--- config.mk ---
export PLATFORM = sky130hd
export DESIGN_NAME = sbsram
export DESIGN_NICKNAME = d
export VERILOG_FILES = /design/src/rtl/sbsram_pkg.sv /design/src/rtl/sbsram_burst.sv /design/src/rtl/sbsram_ctrl.sv /design/src/rtl/sbsram_array.sv /design/src/rtl/sbsram.sv
export SDC_FILE = /design/constraint.sdc
export NUM_CORES = 1
export LEC_CHECK = 0
export BUFFER_PORTS_ARGS = -buffer_cell sky130_fd_sc_hd__buf_2
export CAP_MARGIN = 20
export CORE_MARGIN = 1
export CORE_UTILIZATION = 54
export DETAILED_ROUTE_END_ITERATION = 10
export MAX_ROUTING_LAYER = met4
export PLACE_DENSITY = 0.84
export SYNTH_ARGS = -nofsm -noshare
export SYNTH_HDL_FRONTEND = slang
export SYNTH_SLANG_ARGS = --single-unit
--- constraint.sdc ---
create_clock -name clk_i -period 2.8 [get_ports clk_i]
set_input_delay 0 -clock clk_i [delete_from_list [all_inputs] [get_ports clk_i]]
set_output_delay 0 -clock clk_i [all_outputs]
set_load 0.01 [all_outputs]
--- src/rtl/sbsram_pkg.sv ---
package sbsram_pkg;
  typedef enum logic [1:0] {
    ACC_IDLE = 2'd0,
    ACC_RD   = 2'd1,
    ACC_WR   = 2'd2
  } acc_e;

  localparam int BURST_W = 2;
endpackage

--- src/rtl/sbsram_burst.sv ---
module sbsram_burst
  import sbsram_pkg::*;
#(
  parameter int ADDR_W = 6
) (
  input  logic              clk_i,
  input  logic              rst_ni,
  input  logic              en_i,
  input  logic              load_i,
  input  logic              adv_i,
  input  logic              order_i,
  input  logic [ADDR_W-1:0] addr_i,
  output logic [ADDR_W-1:0] beat_addr_o
);
  localparam int HI_W = ADDR_W - BURST_W;

  logic [BURST_W-1:0] base_q, base_n, cnt_q, cnt_n, low;
  logic [HI_W-1:0]    hi_q, hi_n;

  always_comb begin
    if (load_i) begin
      base_n = addr_i[BURST_W-1:0];
      hi_n   = addr_i[ADDR_W-1:BURST_W];
      cnt_n  = '0;
    end else begin
      base_n = base_q;
      hi_n   = hi_q;
      cnt_n  = cnt_q + 1'b1;
    end
  end

  // order variant picked by the strap
  always_comb begin
    if (order_i) low = base_n ^ cnt_n;
    else         low = base_n + cnt_n;
  end

  assign beat_addr_o = {hi_n, low};

  always_ff @(posedge clk_i or negedge rst_ni) begin
    if (!rst_ni) begin
      base_q <= '0;
      hi_q   <= '0;
      cnt_q  <= '0;
    end else if (en_i && (load_i || adv_i)) begin
      base_q <= base_n;
      hi_q   <= hi_n;
      cnt_q  <= cnt_n;
    end
  end

  assert_cnt_reload_R3: assert property (@(posedge clk_i) disable iff (!rst_ni)
    (en_i && load_i) |=> (cnt_q == '0 && base_q == $past(addr_i[BURST_W-1:0])));
endmodule

--- src/rtl/sbsram_ctrl.sv ---
module sbsram_ctrl
  import sbsram_pkg::*;
#(
  parameter int ADDR_W = 6,
  parameter int LANES  = 4
) (
  input  logic              clk_i,
  input  logic              rst_ni,
  input  logic              en_i,
  input  logic              cs1_ni,
  input  logic              cs2_i,
  input  logic              cs3_ni,
  input  logic              adv_i,
  input  logic              we_ni,
  input  logic [LANES-1:0]  bw_ni,
  input  logic [ADDR_W-1:0] beat_addr_i,
  output logic              load_o,
  output acc_e              s1_kind_o,
  output logic [ADDR_W-1:0] s1_addr_o,
  output logic              rd_req_o,
  output logic              wr_req_o,
  output logic [ADDR_W-1:0] wr_addr_o,
  output logic [LANES-1:0]  wr_bw_o
);
  acc_e              s1_kind_q, s2_kind_q, kind_n;
  logic [ADDR_W-1:0] s1_addr_q, s2_addr_q;
  logic [LANES-1:0]  s1_bw_q, s2_bw_q;
  logic              sel;

  assign sel    = !cs1_ni && cs2_i && !cs3_ni;
  assign load_o = !adv_i && sel;

  always_comb begin
    if (!adv_i)      kind_n = !sel ? ACC_IDLE : (we_ni ? ACC_RD : ACC_WR);
    else             kind_n = s1_kind_q;  // continuation repeats type, idle stays idle
  end

  always_ff @(posedge clk_i or negedge rst_ni) begin
    if (!rst_ni) begin
      s1_kind_q <= ACC_IDLE;
      s1_addr_q <= '0;
      s1_bw_q   <= '1;
      s2_kind_q <= ACC_IDLE;
      s2_addr_q <= '0;
      s2_bw_q   <= '1;
    end else if (en_i) begin
      s1_kind_q <= kind_n;
      s1_addr_q <= beat_addr_i;
      s1_bw_q   <= bw_ni;
      s2_kind_q <= s1_kind_q;
      s2_addr_q <= s1_addr_q;
      s2_bw_q   <= s1_bw_q;
    end
  end

  assign s1_kind_o = s1_kind_q;
  assign s1_addr_o = s1_addr_q;
  assign rd_req_o  = en_i && (s1_kind_q == ACC_RD);
  assign wr_req_o  = en_i && (s2_kind_q == ACC_WR);
  assign wr_addr_o = s2_addr_q;
  assign wr_bw_o   = s2_bw_q;

  assert_desel_gate_R2: assert property (@(posedge clk_i) disable iff (!rst_ni)
    (en_i && !adv_i && (cs1_ni || !cs2_i || cs3_ni)) |=> (s1_kind_q == ACC_IDLE));

  assert_desel_sticky_R9: assert property (@(posedge clk_i) disable iff (!rst_ni)
    (en_i && adv_i && s1_kind_q == ACC_IDLE) |=> (s1_kind_q == ACC_IDLE));

  assert_cont_type_R8: assert property (@(posedge clk_i) disable iff (!rst_ni)
    (en_i && adv_i) |=> (s1_kind_q == $past(s1_kind_q)));
endmodule

--- src/rtl/sbsram_array.sv ---
module sbsram_array #(
  parameter int ADDR_W = 6,
  parameter int LANES  = 4,
  parameter int LANE_W = 9
) (
  input  logic                    clk_i,
  input  logic                    rst_ni,
  input  logic                    wr_req_i,
  input  logic [ADDR_W-1:0]       wr_addr_i,
  input  logic [LANES-1:0]        wr_bw_ni,
  input  logic [LANES*LANE_W-1:0] wr_data_i,
  input  logic [ADDR_W-1:0]       rd_addr_i,
  output logic [LANES*LANE_W-1:0] rd_data_o
);
  localparam int DEPTH  = 1 << ADDR_W;
  localparam int DATA_W = LANES * LANE_W;

  logic [DATA_W-1:0] mem_q [DEPTH];
  logic              hit;

  assign hit = wr_req_i && (wr_addr_i == rd_addr_i);

  for (genvar k = 0; k < LANES; k++) begin : g_lane
    always_ff @(posedge clk_i or negedge rst_ni) begin
      if (!rst_ni) begin
        for (int w = 0; w < DEPTH; w++) mem_q[w][k*LANE_W +: LANE_W] <= '0;
      end else if (wr_req_i && !wr_bw_ni[k]) begin
        mem_q[wr_addr_i][k*LANE_W +: LANE_W] <= wr_data_i[k*LANE_W +: LANE_W];
      end
    end

    // forward a lane committing at this same edge
    always_comb begin
      if (hit && !wr_bw_ni[k]) rd_data_o[k*LANE_W +: LANE_W] = wr_data_i[k*LANE_W +: LANE_W];
      else                     rd_data_o[k*LANE_W +: LANE_W] = mem_q[rd_addr_i][k*LANE_W +: LANE_W];
    end
  end
endmodule

--- src/rtl/sbsram.sv ---
module sbsram
  import sbsram_pkg::*;
#(
  parameter int ADDR_W = 6,
  parameter int LANES  = 4,
  parameter int LANE_W = 9
) (
  input  logic                    clk_i,
  input  logic                    rst_ni,
  input  logic                    cken_ni,
  input  logic                    cs1_ni,
  input  logic                    cs2_i,
  input  logic                    cs3_ni,
  input  logic                    adv_i,
  input  logic                    we_ni,
  input  logic [LANES-1:0]        bw_ni,
  input  logic [ADDR_W-1:0]       addr_i,
  input  logic                    order_i,
  input  logic                    oe_ni,
  input  logic [LANES*LANE_W-1:0] dq_i,
  output logic [LANES*LANE_W-1:0] dq_o,
  output logic                    dq_oe_o
);
  localparam int DATA_W = LANES * LANE_W;

  logic              en, load, rd_req, wr_req, rd_vld_q;
  logic [ADDR_W-1:0] beat_addr, s1_addr, wr_addr;
  logic [LANES-1:0]  wr_bw;
  logic [DATA_W-1:0] rd_word, dout_q;
  acc_e              s1_kind;

  assign en = !cken_ni;

  sbsram_burst #(.ADDR_W(ADDR_W)) u_burst (
    .clk_i, .rst_ni, .en_i(en), .load_i(load), .adv_i,
    .order_i, .addr_i, .beat_addr_o(beat_addr)
  );

  sbsram_ctrl #(.ADDR_W(ADDR_W), .LANES(LANES)) u_ctrl (
    .clk_i, .rst_ni, .en_i(en), .cs1_ni, .cs2_i, .cs3_ni, .adv_i, .we_ni,
    .bw_ni, .beat_addr_i(beat_addr), .load_o(load), .s1_kind_o(s1_kind),
    .s1_addr_o(s1_addr), .rd_req_o(rd_req), .wr_req_o(wr_req),
    .wr_addr_o(wr_addr), .wr_bw_o(wr_bw)
  );

  sbsram_array #(.ADDR_W(ADDR_W), .LANES(LANES), .LANE_W(LANE_W)) u_array (
    .clk_i, .rst_ni, .wr_req_i(wr_req), .wr_addr_i(wr_addr), .wr_bw_ni(wr_bw),
    .wr_data_i(dq_i), .rd_addr_i(s1_addr), .rd_data_o(rd_word)
  );

  always_ff @(posedge clk_i or negedge rst_ni) begin
    if (!rst_ni) begin
      rd_vld_q <= 1'b0;
      dout_q   <= '0;
    end else if (en) begin
      rd_vld_q <= rd_req;
      if (rd_req) dout_q <= rd_word;
    end
  end

  assign dq_o    = dout_q;
  assign dq_oe_o = rd_vld_q && !oe_ni;

  assert_stall_hold_R1: assert property (@(posedge clk_i) disable iff (!rst_ni)
    cken_ni |=> ($stable(dout_q) && $stable(rd_vld_q)));

  assert_wr_phase_quiet_R10: assert property (@(posedge clk_i) disable iff (!rst_ni)
    wr_req |-> !dq_oe_o);

  assert_linear_step_R6: assert property (@(posedge clk_i) disable iff (!rst_ni)
    (en && adv_i && !order_i && s1_kind != ACC_IDLE) |=>
      (s1_addr[1:0] == $past(s1_addr[1:0]) + 2'd1 &&
       s1_addr[ADDR_W-1:2] == $past(s1_addr[ADDR_W-1:2])));

  assert_interleave_step_R7: assert property (@(posedge clk_i) disable iff (!rst_ni)
    (en && adv_i && order_i && s1_kind != ACC_IDLE) |=>
      (s1_addr[ADDR_W-1:2] == $past(s1_addr[ADDR_W-1:2]) &&
       s1_addr[1:0] != $past(s1_addr[1:0])));
endmodule

After elaboration in Yosys (flattened, before gate mapping)
Cells that the tools add are included.
{"block": "totals", "reg_bits": 9285, "inputBits": 56, "out_inout_bits": 37, "elab_cells": 722}
{"block": "op_classes", "addsub": 2, "order_cmp": 3, "eq_ne": 3, "n_mux": 25, "bitwise": 5, "reduce_logical": 33}
{"cell": "bitwise mux 2304 bit", "n": 4}
{"cell": "demux 36 bit (select 6 bit)", "n": 4}
{"cell": "binary-select mux 36 bit (select 6 bit)", "n": 1}
{"cell": "2-to-1 mux 36 bit", "n": 3}
{"cell": "2-to-1 mux 9 bit", "n": 5}
{"cell": "2-to-1 mux 27 bit", "n": 1}
{"cell": "2-to-1 mux 18 bit", "n": 1}
{"cell": "logical AND 1 bit", "n": 17}
{"cell": "greater-or-equal comparator 7 bit, second input constant", "n": 2}
{"cell": "NOT 6 -> 7 bit", "n": 2}
{"cell": "AND reduction 2 bit", "n": 6}
{"cell": "2-to-1 mux 2 bit", "n": 5}
{"cell": "zero test 1 bit", "n": 9}
{"cell": "< comparator 7 x 1 -> 1 bit, second input constant", "n": 1}
{"cell": "== test 6 bit", "n": 1}
{"cell": "2-to-1 mux 4 bit", "n": 1}
{"cell": "adder 2 x 1 -> 2 bit, second input constant", "n": 1}
{"cell": "adder 2 bit", "n": 1}
{"cell": "== test 2 x 1 -> 1 bit, second input constant", "n": 1}
{"cell": "== test 2 bit, second input constant", "n": 1}
{"cell": "NOT 1 bit", "n": 2}
{"cell": "XOR 2 bit", "n": 1}
{"cell": "logical OR 1 bit", "n": 1}

Longest topological paths before layout
Gate-level depths: netlist of the first run.
{"block": "depth", "ltp_word": 7, "depth_mapped": 6, "mapped_depth_nobuf": 6}

By module
From an unflattened synthesis of the first run, not the netlist that was laid out.
{"block": "hier_totals", "cells_unflattened": 267, "area_unflattened_um2": 3719.8}
{"mod": "sbsram", "n_inst": 1, "cells_each": 81, "area_each_um2": 1535.2, "seq_area_each_um2": 925.9}
{"mod": "sbsram_ctrl", "n_inst": 1, "cells_each": 60, "area_each_um2": 948.4, "seq_area_each_um2": 610.6}
{"mod": "sbsram_array", "n_inst": 1, "cells_each": 89, "area_each_um2": 782.0, "seq_area_each_um2": 0.0}
{"mod": "sbsram_burst", "n_inst": 1, "cells_each": 37, "area_each_um2": 454.2, "seq_area_each_um2": 200.2}

Worst setup path after synthesis of the first run
No wires, ideal clock.
{"block": "synth_path", "path_kind": "input-to-reg", "startpoint": "input cs1_ni", "endpoint": "register u_ctrl.s1_addr_q[1], in the netlist u_ctrl.s1_addr_o[1]", "setup_ps": 125, "arrival_ps": 1755, "t_required_ps": 2675, "path_slack_ps": 920, "cell_stages": 6, "n_path_buf": 0, "cell_sequence": "nor4b_4 -> mux2_2 -> ha_1 -> nor2b_1 -> xnor3_1 -> mux2_2"}
{"block": "synth_via", "elab_chain_cells": 7, "elab_cells_between_ends": 9, "classes_between": "add/sub (1); mux (3); bitwise (1); reduce/logical (4)"}
{"element": "start: declaration", "line_no": "sbsram.sv:11", "rtl": "input logic cs1_ni,"}
{"element": "zero test 1 bit", "line_no": "sbsram_ctrl.sv:30", "rtl": "assign sel = !cs1_ni && cs2_i && !cs3_ni;"}
{"element": "logical AND 1 bit (2 in series)", "line_no": "sbsram_ctrl.sv:30"}
{"element": "logical AND 1 bit", "line_no": "sbsram_ctrl.sv:31", "rtl": "assign load_o = !adv_i && sel;"}
{"element": "2-to-1 mux 2 bit", "line_no": "sbsram_burst.sv:21", "rtl": "if (load_i) begin"}
{"element": "net u_burst.base_n[0]", "line_no": "sbsram_burst.sv:17", "rtl": "logic [BURST_W-1:0] base_q, base_n, cnt_q, cnt_n, low;"}
{"element": "adder 2 bit", "line_no": "sbsram_burst.sv:35", "rtl": "else low = base_n + cnt_n;"}
{"element": "2-to-1 mux 2 bit", "line_no": "sbsram_burst.sv:34", "rtl": "if (order_i) low = base_n ^ cnt_n;"}
{"element": "end signal: assignment", "line_no": "sbsram_ctrl.sv:48", "rtl": "s1_addr_q <= beat_addr_i;"}
{"element": "end: declaration", "line_no": "sbsram_ctrl.sv:26", "rtl": "logic [ADDR_W-1:0] s1_addr_q, s2_addr_q;"}
The timed path passes the listed nets, and every way through them passes these cells.
A chain may end at the register's enable or synchronous reset.

Final worst setup path of the first run
{"block": "layout_path", "startpoint": "register u_ctrl.s1_kind_q[1], in the netlist u_ctrl.s1_kind_o[1]", "endpoint": "register dout_q[34], in the netlist dq_o[34]"}
{"block": "layout_via", "elab_chain_cells": 3}
{"element": "start: declaration", "line_no": "sbsram_ctrl.sv:25", "rtl": "acc_e s1_kind_q, s2_kind_q, kind_n;"}
{"element": "start signal: assignment", "line_no": "sbsram_ctrl.sv:47", "rtl": "s1_kind_q <= kind_n;"}
{"element": "== test 2 x 1 -> 1 bit", "line_no": "sbsram_ctrl.sv:58", "rtl": "assign rd_req_o = en_i && (s1_kind_q == ACC_RD);"}
{"element": "logical AND 1 bit", "line_no": "sbsram_ctrl.sv:58"}
{"element": "AND reduction 2 bit (no line)"}
{"element": "end signal: assignment", "line_no": "sbsram.sv:57", "rtl": "if (rd_req) dout_q <= rd_word;"}
{"element": "end: declaration", "line_no": "sbsram.sv:29", "rtl": "logic [DATA_W-1:0] rd_word, dout_q;"}
No other way between the ends.

==> results of run 1 <==
[state kept, by name, summed over array words and instances (netlist names)]
name	cells
u_burst.base_q	2
rd_vld_q	1
u_ctrl.wr_addr_o	6
u_ctrl.wr_bw_o	4
dq_o	36
u_ctrl.s1_kind_o	2
u_ctrl.s1_addr_o	6
u_ctrl.s2_kind_q	2
u_ctrl.s1_bw_q	4
u_burst.cnt_q	2
u_burst.hi_q	4
[metal layers]
layer	track usage, %	routed length, um	vias to the layer above	share of wire [%]
met2	50.0	3960	163	49
li1	-	-	1148	-
met5	-	0	-	0
met1	34.5	3130	1210	39
met3	9.52	628	35	7.8
met4	17.7	315	0	3.9
[final cells by class]
| type | instances | area share [%] |
|---|---|---|
| clock buffer | 12 | 3.96 |
| clock inverter | 3 | 1.62 |
| inverter | 36 | 3.24 |
| multi-input combinational | 149 | 23.9 |
| sequential | 69 | 41.7 |
| tap | 70 | 2.10 |
| timing repair buffer | 143 | 23.5 |
[layout by cell type, fill, tap and decap left out]
cell,instances
nor2_1,3
o21ai_0,41
dfrtp_1,61
clkbuf_8,12
or3b_2,1
ha_1,1
nor3b_1,1
dfstp_2,8
buf_2,92
o21ai_1,2
mux2_2,25
nand3b_1,5
xor2_1,6
xnor3_1,1
o21bai_1,1
clkinvlp_4,1
nor2b_1,2
nand2_1,45
buf_12,1
dlygate4sd3_1,49
or3b_4,1
nor4b_4,1
inv_1,36
nand3_1,1
buf_4,1
a22o_1,2
mux2i_1,5
nor4_2,1
a21oi_1,1
nor4_4,1
bufinv_16,2
nand2b_1,2
[cell families (layout without fill, tap and decap cells)]
family | after synthesis | in the layout | synth area share, %
AOI/OAI and AO/OA | 47 | 47 | 8.44
xor gates and xnor gates | 7 | 7 | 2.58
adders and majority gates | 1 | 1 | 0.430
buffers and inverters | 44 | 194 | 5.94
DFF | 69 | 69 | 59.8
muxes | 30 | 30 | 11.4
and+or+nand+nor | 64 | 64 | 11.5
[stage by stage]
step / cells / utilization [%] / cell area (um^2) / hold slack (ns) / setup WS [ns]
floorplan: 262 / - / 2910 / -0.296 / 0.920
global placement: 418 / 67.0 / 3440 / 0.0980 / 0.788
detailed placement: 418 / 67.0 / 3440 / 0.106 / 0.675
CTS: 482 / 81.1 / 4170 / 0.0235 / 0.641
global route: 482 / 81.1 / 4170 / 0.0508 / 0.557
finish: 482 / 81.1 / 4170 / 0.0415 / 0.589
[worst min-delay path, delay by kind of cell]
family,cells,cell delay [ns]
simple gates,3,0.23
buf+inv,1,0.11
[power by group through the flow]
stage | Sequential, mW | Clock (mW) | Combinational [mW]
final | 1.18 | 0.928 | 0.376
after CTS | 1.18 | 0.943 | 0.371
after floorplan | 1.18 | 0 | 0.222
after global routing | 1.19 | 0.984 | 0.416
after detailed placement | 1.19 | 0 | 0.315
after global placement | 1.19 | 0 | 0.305
[final timing paths]
path                                     start             endpoint  slack, ns  depth (start not counted)
hold / removal                          cs1_ni  u_ctrl.s1_kind_o[1]       0.04                          4
setup / recovery           u_ctrl.s1_kind_o[1]             dq_o[34]       0.59                          4
min in group asynchronous               rst_ni     u_burst.cnt_q[0]       0.29                          2
max in group asynchronous               rst_ni             rd_vld_q       1.86                          3
hold reg to reg                       dq_o[21]             dq_o[21]       0.49                          2
setup reg to reg           u_ctrl.s1_kind_o[1]             dq_o[34]       0.59                          4
[timing repair]
item                       4_1_cts  5_1_grt
setup endpoints to repair        0        0
hold endpoints to repair        77        0
hold buffers                    49        0
==> flow_summary.ini, run 1 <==
[critical_path]
end_kind = register
crit_type = reg -> reg
cp.buffers_inverters = 0
crit_family = simple AND/OR/NAND/NOR gates
path_cells = or3b_4 -> nor4_4 -> nand3b_1 -> o21ai_0
critPathMaxFanout = 38
critPathMaxStageDelay_ns = 0.58
cp-start-kind = register
cp.arrival_ns = 2.44
worstPathRequired_ns = 3.03
cp_slowest_cell = or3b_4

[placement]
gp_congestion = 0.780
dp_hpwl_um = 4330
portBuffers = 92

[sta]
fin_crit_sh_pct = 79.0
clock_skew_ns = 0.0130
period_minus_slack_ns = 2.21
setup_tns_ns = 0
fmax_mhz = 452
finalSetupViolations = 0
max-slew-margin-rel_pct = 49.5
maxSlewViolCount = 0
rsz0062_at_grt = false
worst_slew_pin_slew_ns = 0.757
final_hold_viol_count = 0

[pwr]
power_frac_comb_pct = 15.1
fin_total_pwr_mw = 2.48
power_frac_seq_pct = 47.5
ir_drop_mv = 0.472
powerDensity_nw_per_um2 = 596
internal_power_mw = 1.90
pwr-share-clk_pct = 37.4
switching_share_pct = 23.6
leakage_nw = 2.19
switching_power_uw = 587

[synth]
yosysMostFrequentCell = dfrtp_1
syn-num-nets = 319
synth.distinct_cells = 27
synthArstFlopShare_pct = 100
synth_common_cells = 61 x dfrtp_1, 45 x nand2_1, 41 x o21ai_0
synth_cells = 262
netlist.top_cell.by_area = dfrtp_1
synth_seq_area_share_pct = 59.8
avgSynthCellArea_um2 = 11.1
ys_ff_latch = 69
yosysTopAreaCellShare_pct = 52.5
synth_edf_count = 0
yosysWarnings = 4608
syn_area_um2 = 2910
synth-main-ff-cell = dfrtp_1
yosys-top-cells-area = dfrtp_1 53%, mux2_2 9.7%, dfstp_2 7.2%, o21ai_0 7.1%, nand2_1 5.8%

[global_route]
grt_max_degree = 39
antenna_found_initial = 0
grt_overflow_total = 0
grt_util_all_layers_pct = 31.1
grt_pass1_vias = 2544
grt_pass1_wl_um = 12100

[detailed_routing]
first_iter_violations = 262
drc_errors = 0
post_drt_wl_per_cell_um = 16.7
first_pass_iters = 4
viasPerCell = 5.30
wl_um = 8030
ant_nets = 0
num_vias = 2556

[layout]
n_fill_cell = 286
final_nets = 465
multi_input_area_um2 = 997
drive_above_1_share_pct = 35.7
regArea_um2 = 1740
syn2layout_area_growth_pct = 43.4
n_antenna_cell = 0

[die]
initial_core_util_pct = 56.5
io_pins = 93
die_area_um2 = 5680
rows = 26
die_width_um = 75.4
core_um2 = 5140
die_h_um = 75.4

[clock_network]
postCtsSetupRepairBufs = 0
cts_tree = done
post_cts_resized = 0
numCtsBuffers = 9
h-tree-depth = 3
clk_path_buf_depth = 2
clkTransAtPathRegs_ns = 0.07
clock-sinks = 69
insertion_delay_ns = 0.34
root_buffer = clkbuf_8

[status]
status = completed

[flow_run]
maxCapViolCount = 0

[min_path]
hold_class = in -> reg
Power figures use the tool's default switching activity.
==> run 2: changes to the inputs <==
--- a/config.mk
+++ b/config.mk
@@ -8,10 +8,10 @@
 export BUFFER_PORTS_ARGS = -buffer_cell sky130_fd_sc_hd__buf_2
 export CAP_MARGIN = 20
 export CORE_MARGIN = 1
-export CORE_UTILIZATION = 54
+export CORE_UTILIZATION = 45
 export DETAILED_ROUTE_END_ITERATION = 10
 export MAX_ROUTING_LAYER = met4
-export PLACE_DENSITY = 0.84
+export PLACE_DENSITY = 0.75
 export SYNTH_ARGS = -nofsm -noshare
 export SYNTH_HDL_FRONTEND = slang
 export SYNTH_SLANG_ARGS = --single-unit
==> constraint.sdc (replaced) <==
create_clock -name clk_i -period 1.9 [get_ports clk_i]
set_input_delay 0 -clock clk_i [delete_from_list [all_inputs] [get_ports clk_i]]
set_output_delay 0 -clock clk_i [all_outputs]
set_load 0.01 [all_outputs]
==> flow_summary.ini, run 2 (synthesis gave the netlist of run 1 again) <==
[sta]
setup_tns_ns = 0
period_minus_slack_ns = 1.81
clock_skew_ns = 0.00922
maxSlewViolCount = 0
rsz0062_at_grt = false
fmax_mhz = 553
finalSetupViolations = 0
hold_ws_ns = 0.00997
final_hold_viol_count = 0
worst_slew_pin_slew_ns = 0.431
fin_crit_sh_pct = 95.1
max-slew-margin-rel_pct = 71.2

[die]
initial_core_util_pct = 48.0
die_width_um = 82.4
die_h_um = 82.4
rows = 28
die_area_um2 = 6780
io_pins = 93
core_um2 = 6060

[critical_path]
worstPathRequired_ns = 2.14
startpoint = u_ctrl.s1_kind_o[1]
critPathMaxStageDelay_ns = 0.40
crit_family = simple AND/OR/NAND/NOR gates
cp_slowest_cell = dfrtp_1
cp.buffers_inverters = 1
path_cells = or3b_4 -> nor4_4 -> nand3b_1 -> buf_4 -> o21ai_0
cp-start-kind = register
cp.arrival_ns = 2.04
reg2reg_to = dq_o[12]
end_kind = register
crit_type = reg -> reg
crit-reg2reg-launch = u_ctrl.s1_kind_o[1]
rrSetupSlack_ns = 0.09
critPathMaxFanout = 9
reg2regPathDepth = 5

[global_route]
grt_pass1_vias = 2389
grt_util_all_layers_pct = 22.3
grt_pass1_wl_um = 10600
grt_overflow_total = 0
antenna_found_initial = 0
grt_max_degree = 38

[layout]
n_antenna_cell = 0
fin_cells = 495
final_nets = 472
n_fill_cell = 456
largest_register_ffs = 36
syn2layout_area_growth_pct = 42.9
most-common-layout-cells = 92 x buf_2, 61 x dfrtp_1, 48 x dlygate4sd3_1
mostFrequentLayoutCell = buf_2
finalCoreUtilization_pct = 68.5
drive_above_1_share_pct = 37.1

[placement]
gp_congestion = 0.743
place_inst = 429
dp_hpwl_um = 4280
portBuffers = 92

[detailed_routing]
num_vias = 2398
first_pass_iters = 4
viasPerCell = 4.84
wl_um = 6770
drc_errors = 0
ant_nets = 0
first_iter_violations = 58
post_drt_wl_per_cell_um = 13.7

[clock_network]
clkTransAtPathRegs_ns = 0.08
clock-sinks = 69
numCtsBuffers = 9
insertion_delay_ns = 0.34
clk_path_buf_depth = 2
root_buffer = clkbuf_8
cts_tree = done
h-tree-depth = 3

[pwr]
leakage_nw = 2.19
powerDensity_nw_per_um2 = 796
ir_drop_mv = 0.526

[min_path]
hold_path_depth = 4
worstHoldStart = cs3_ni
hold_class = in -> reg
min_to = u_ctrl.s1_kind_o[0]

[status]
status = completed

[flow_run]
maxCapViolCount = 0
run 2: per-stage QoR:
step	setup slack (ns)	cell area (um^2)	total power, mW
2_1_floorplan	0.0201	2910	2.06
3_3_place_gp	0.120	3480	2.21
3_5_place_dp	0.0236	3480	2.23
4_1_cts	0.00146	4130	3.31
5_1_grt	0.0145	4150	3.48
6_report	0.0923	4150	3.31
run 2: worst max path at each step:
stage | to | slack, ns | cells after the start
floorplan | u_ctrl.s1_addr_o[1] | 0.02 | 6
global placement | u_ctrl.s1_addr_o[1] | 0.12 | 7
detailed placement | dq_o[3] | 0.02 | 4
CTS | dq_o[25] | 0.001 | 4
global route | dq_o[12] | 0.01 | 5
finish | dq_o[12] | 0.09 | 5
run 2: power by group:
| group | switching [mW] | internal (mW) | leakage, nW |
|---|---|---|---|
| clock network | 0.554 | 0.463 | 0.0808 |
| registers | 0.101 | 1.63 | 0.902 |
| logic | 0.233 | 0.323 | 1.20 |
| total | 0.888 | 2.42 | 2.19 |
run 2: worst register-to-register path, cell delays in order, from the launching register on:
cell      delay [ns]
dfrtp_1         0.40
or3b_4          0.40
nor4_4          0.35
nand3b_1        0.12
buf_4           0.18
o21ai_0         0.25
run 2: repair_timing:
action	in CTS	in global routing
endpoints found under the setup margin	0	19
setup buffers	0	2
hold endpoints to repair	118	0
hold buffers	48	0
gates resized for setup	0	2
run 2: layout make-up:
class / count / area (um^2) / share of cell area, %
flip-flops and latches: 69 / 1740 / 41.8
multi-input cells: 149 / 1010 / 24.2
inverters: 36 / 135 / 3.25
clock inverters: 7 / 42.5 / 1.02
clock buffers: 9 / 124 / 2.98
repair buffers: 150 / 1020 / 24.5
well taps: 75 / 93.8 / 2.26
run 2: layer usage:
metal | vias up | wire length, um | part of all wire (%) | GRT usage, %
li1 | 1160 | - | - | -
met1 | 1143 | 2830 | 42 | 23.5
met2 | 82 | 3410 | 50 | 39.0
met3 | 13 | 423 | 6.3 | 7.36
met4 | 0 | 111 | 1.6 | 8.07
met5 | - | 0 | 0 | -
==> run 3: changes to the inputs <==
--- a/config.mk
+++ b/config.mk
@@ -11,7 +11,7 @@
 export CORE_UTILIZATION = 45
 export DETAILED_ROUTE_END_ITERATION = 10
 export MAX_ROUTING_LAYER = met4
-export PLACE_DENSITY = 0.75
+export PLACE_DENSITY_LB_ADDON = 0.2
 export SYNTH_ARGS = -nofsm -noshare
 export SYNTH_HDL_FRONTEND = slang
 export SYNTH_SLANG_ARGS = --single-unit
==> flow_summary.ini, run 3 (synthesis gave the netlist of run 1 again) <==
[critical_path]
cp.arrival_ns = 1.99
crit-reg2reg-launch = u_ctrl.s1_kind_o[1]
crit_type = reg -> reg
rrSetupSlack_ns = 0.16
endpoint = dq_o[2]
critPathMaxFanout = 9
end_kind = register
cp-start-kind = register
reg2reg_to = dq_o[2]
startpoint = u_ctrl.s1_kind_o[1]
worstPathRequired_ns = 2.15
reg2regPathDepth = 5

[detailed_routing]
num_vias = 2369
wl_um = 6710
ant_nets = 0
first_pass_iters = 4
post_drt_wl_per_cell_um = 13.5
first_iter_violations = 82
viasPerCell = 4.78
drc_errors = 0

[layout]
final_nets = 473
syn2layout_area_growth_pct = 45.1
most-common-layout-cells = 92 x buf_2, 61 x dfrtp_1, 50 x dlygate4sd3_1
design_area_um2 = 4220
n_fill_cell = 458
n_antenna_cell = 0
largest_register_ffs = 36
fin_cells = 496
mostFrequentLayoutCell = buf_2
drive_above_1_share_pct = 36.8

[global_route]
grt_pass1_vias = 2226
grt_overflow_total = 0
grt_max_degree = 38
grt_util_all_layers_pct = 22.0
grt_pass1_wl_um = 10400
antenna_found_initial = 0

[placement]
dp_hpwl_um = 4260
placed_area_um2 = 3470
portBuffers = 92
place_inst = 426
gp_congestion = 0.767

[status]
status = completed

[sta]
rsz0062_at_grt = false
period_minus_slack_ns = 1.74
fin_crit_sh_pct = 91.8
clock_skew_ns = 0.00968
fmax_mhz = 573
max-slew-margin-rel_pct = 66.2
final_hold_viol_count = 0
setup_tns_ns = 0
maxSlewViolCount = 0
finalSetupViolations = 0
worst_slew_pin_slew_ns = 0.506

[die]
die_width_um = 82.4
io_pins = 93
core_um2 = 6060
rows = 28
die_area_um2 = 6780
die_h_um = 82.4
initial_core_util_pct = 48.0

[clock_network]
root_buffer = clkbuf_8
clock-sinks = 69
clk_path_buf_depth = 2
h-tree-depth = 3
clkTransAtPathRegs_ns = 0.07
insertion_delay_ns = 0.35
numCtsBuffers = 9
cts_tree = done

[min_path]
hold_class = in -> reg

[pwr]
leakage_nw = 2.22
ir_drop_mv = 0.603
powerDensity_nw_per_um2 = 844

[flow_run]
maxCapViolCount = 0
run 3: cell types whose count changed in the layout (fill, tap and decap cells not counted), sizes merged:
cell / change
bufinv: +2
clkinv: -1
dlygate4sd3: +2
clkinvlp: -1
buf: -1
run 3: worst min-delay path by stage:
stage,startpoint,to,slack [ns],depth (start not counted)
2_1_floorplan,rst_ni,dq_o[0],-0.30,0
3_3_place_gp,rst_ni,dq_o[3],-0.01,1
3_5_place_dp,rst_ni,dq_o[3],-0.005,1
4_1_cts,adv_i,u_ctrl.s1_kind_o[0],0.02,3
5_1_grt,cs1_ni,u_ctrl.s1_kind_o[1],0.05,4
6_report,adv_i,u_ctrl.s1_kind_o[0],0.04,3
run 3: final cells by class:
class / count / area (um^2) / area share (%)
clock buffer: 9 / 124 / 2.94
sequential: 69 / 1740 / 41.2
timing repair buffer: 151 / 1040 / 24.7
clock inverter: 7 / 90.1 / 2.14
tap: 75 / 93.8 / 2.22
multi-input combinational: 149 / 997 / 23.6
inverter: 36 / 135 / 3.20
run 3: metal layers:
metal  vias up  global-route usage (%)  routed length (um)
met4         0                    9.65                 114
met5         -                       -                   0
met1      1114                    24.1                2890
met2        77                    36.7                3310
li1       1165                       -                   -
met3        13                    7.14                 399
run 3: worst max-delay path: stages (launching register included):
cell and delay [ns]:
dfrtp_1 0.41, or3b_4 0.41, nor4_4 0.37, nand3b_1 0.11, buf_4 0.18, o21ai_0 0.19
run 3: through the flow:
stage	setup WS (ns)	util [%]	total power [mW]	hold slack, ns
final	0.156	69.6	3.56	0.0427
after global routing	0.0823	69.6	3.72	0.0455
after CTS	0.0172	69.2	3.59	0.0231
after detailed placement	0.00371	57.3	2.23	-0.00546
after global placement	0.115	57.3	2.22	-0.0113
after floorplan	0.0201	-	2.06	-0.296
run 3: report_power, final:
part / switching (mW) / internal [mW]
clock: 0.545 / 0.731
sequential: 0.0962 / 1.63
combinational: 0.229 / 0.325
run 3: repair_timing:
item,4_1_cts,5_1_grt
endpoints found under the setup margin,1,25
setup buffers,1,3
hold endpoints to repair,74,0
pin swaps,0,0
hold buffers,50,0
resized for setup,0,0
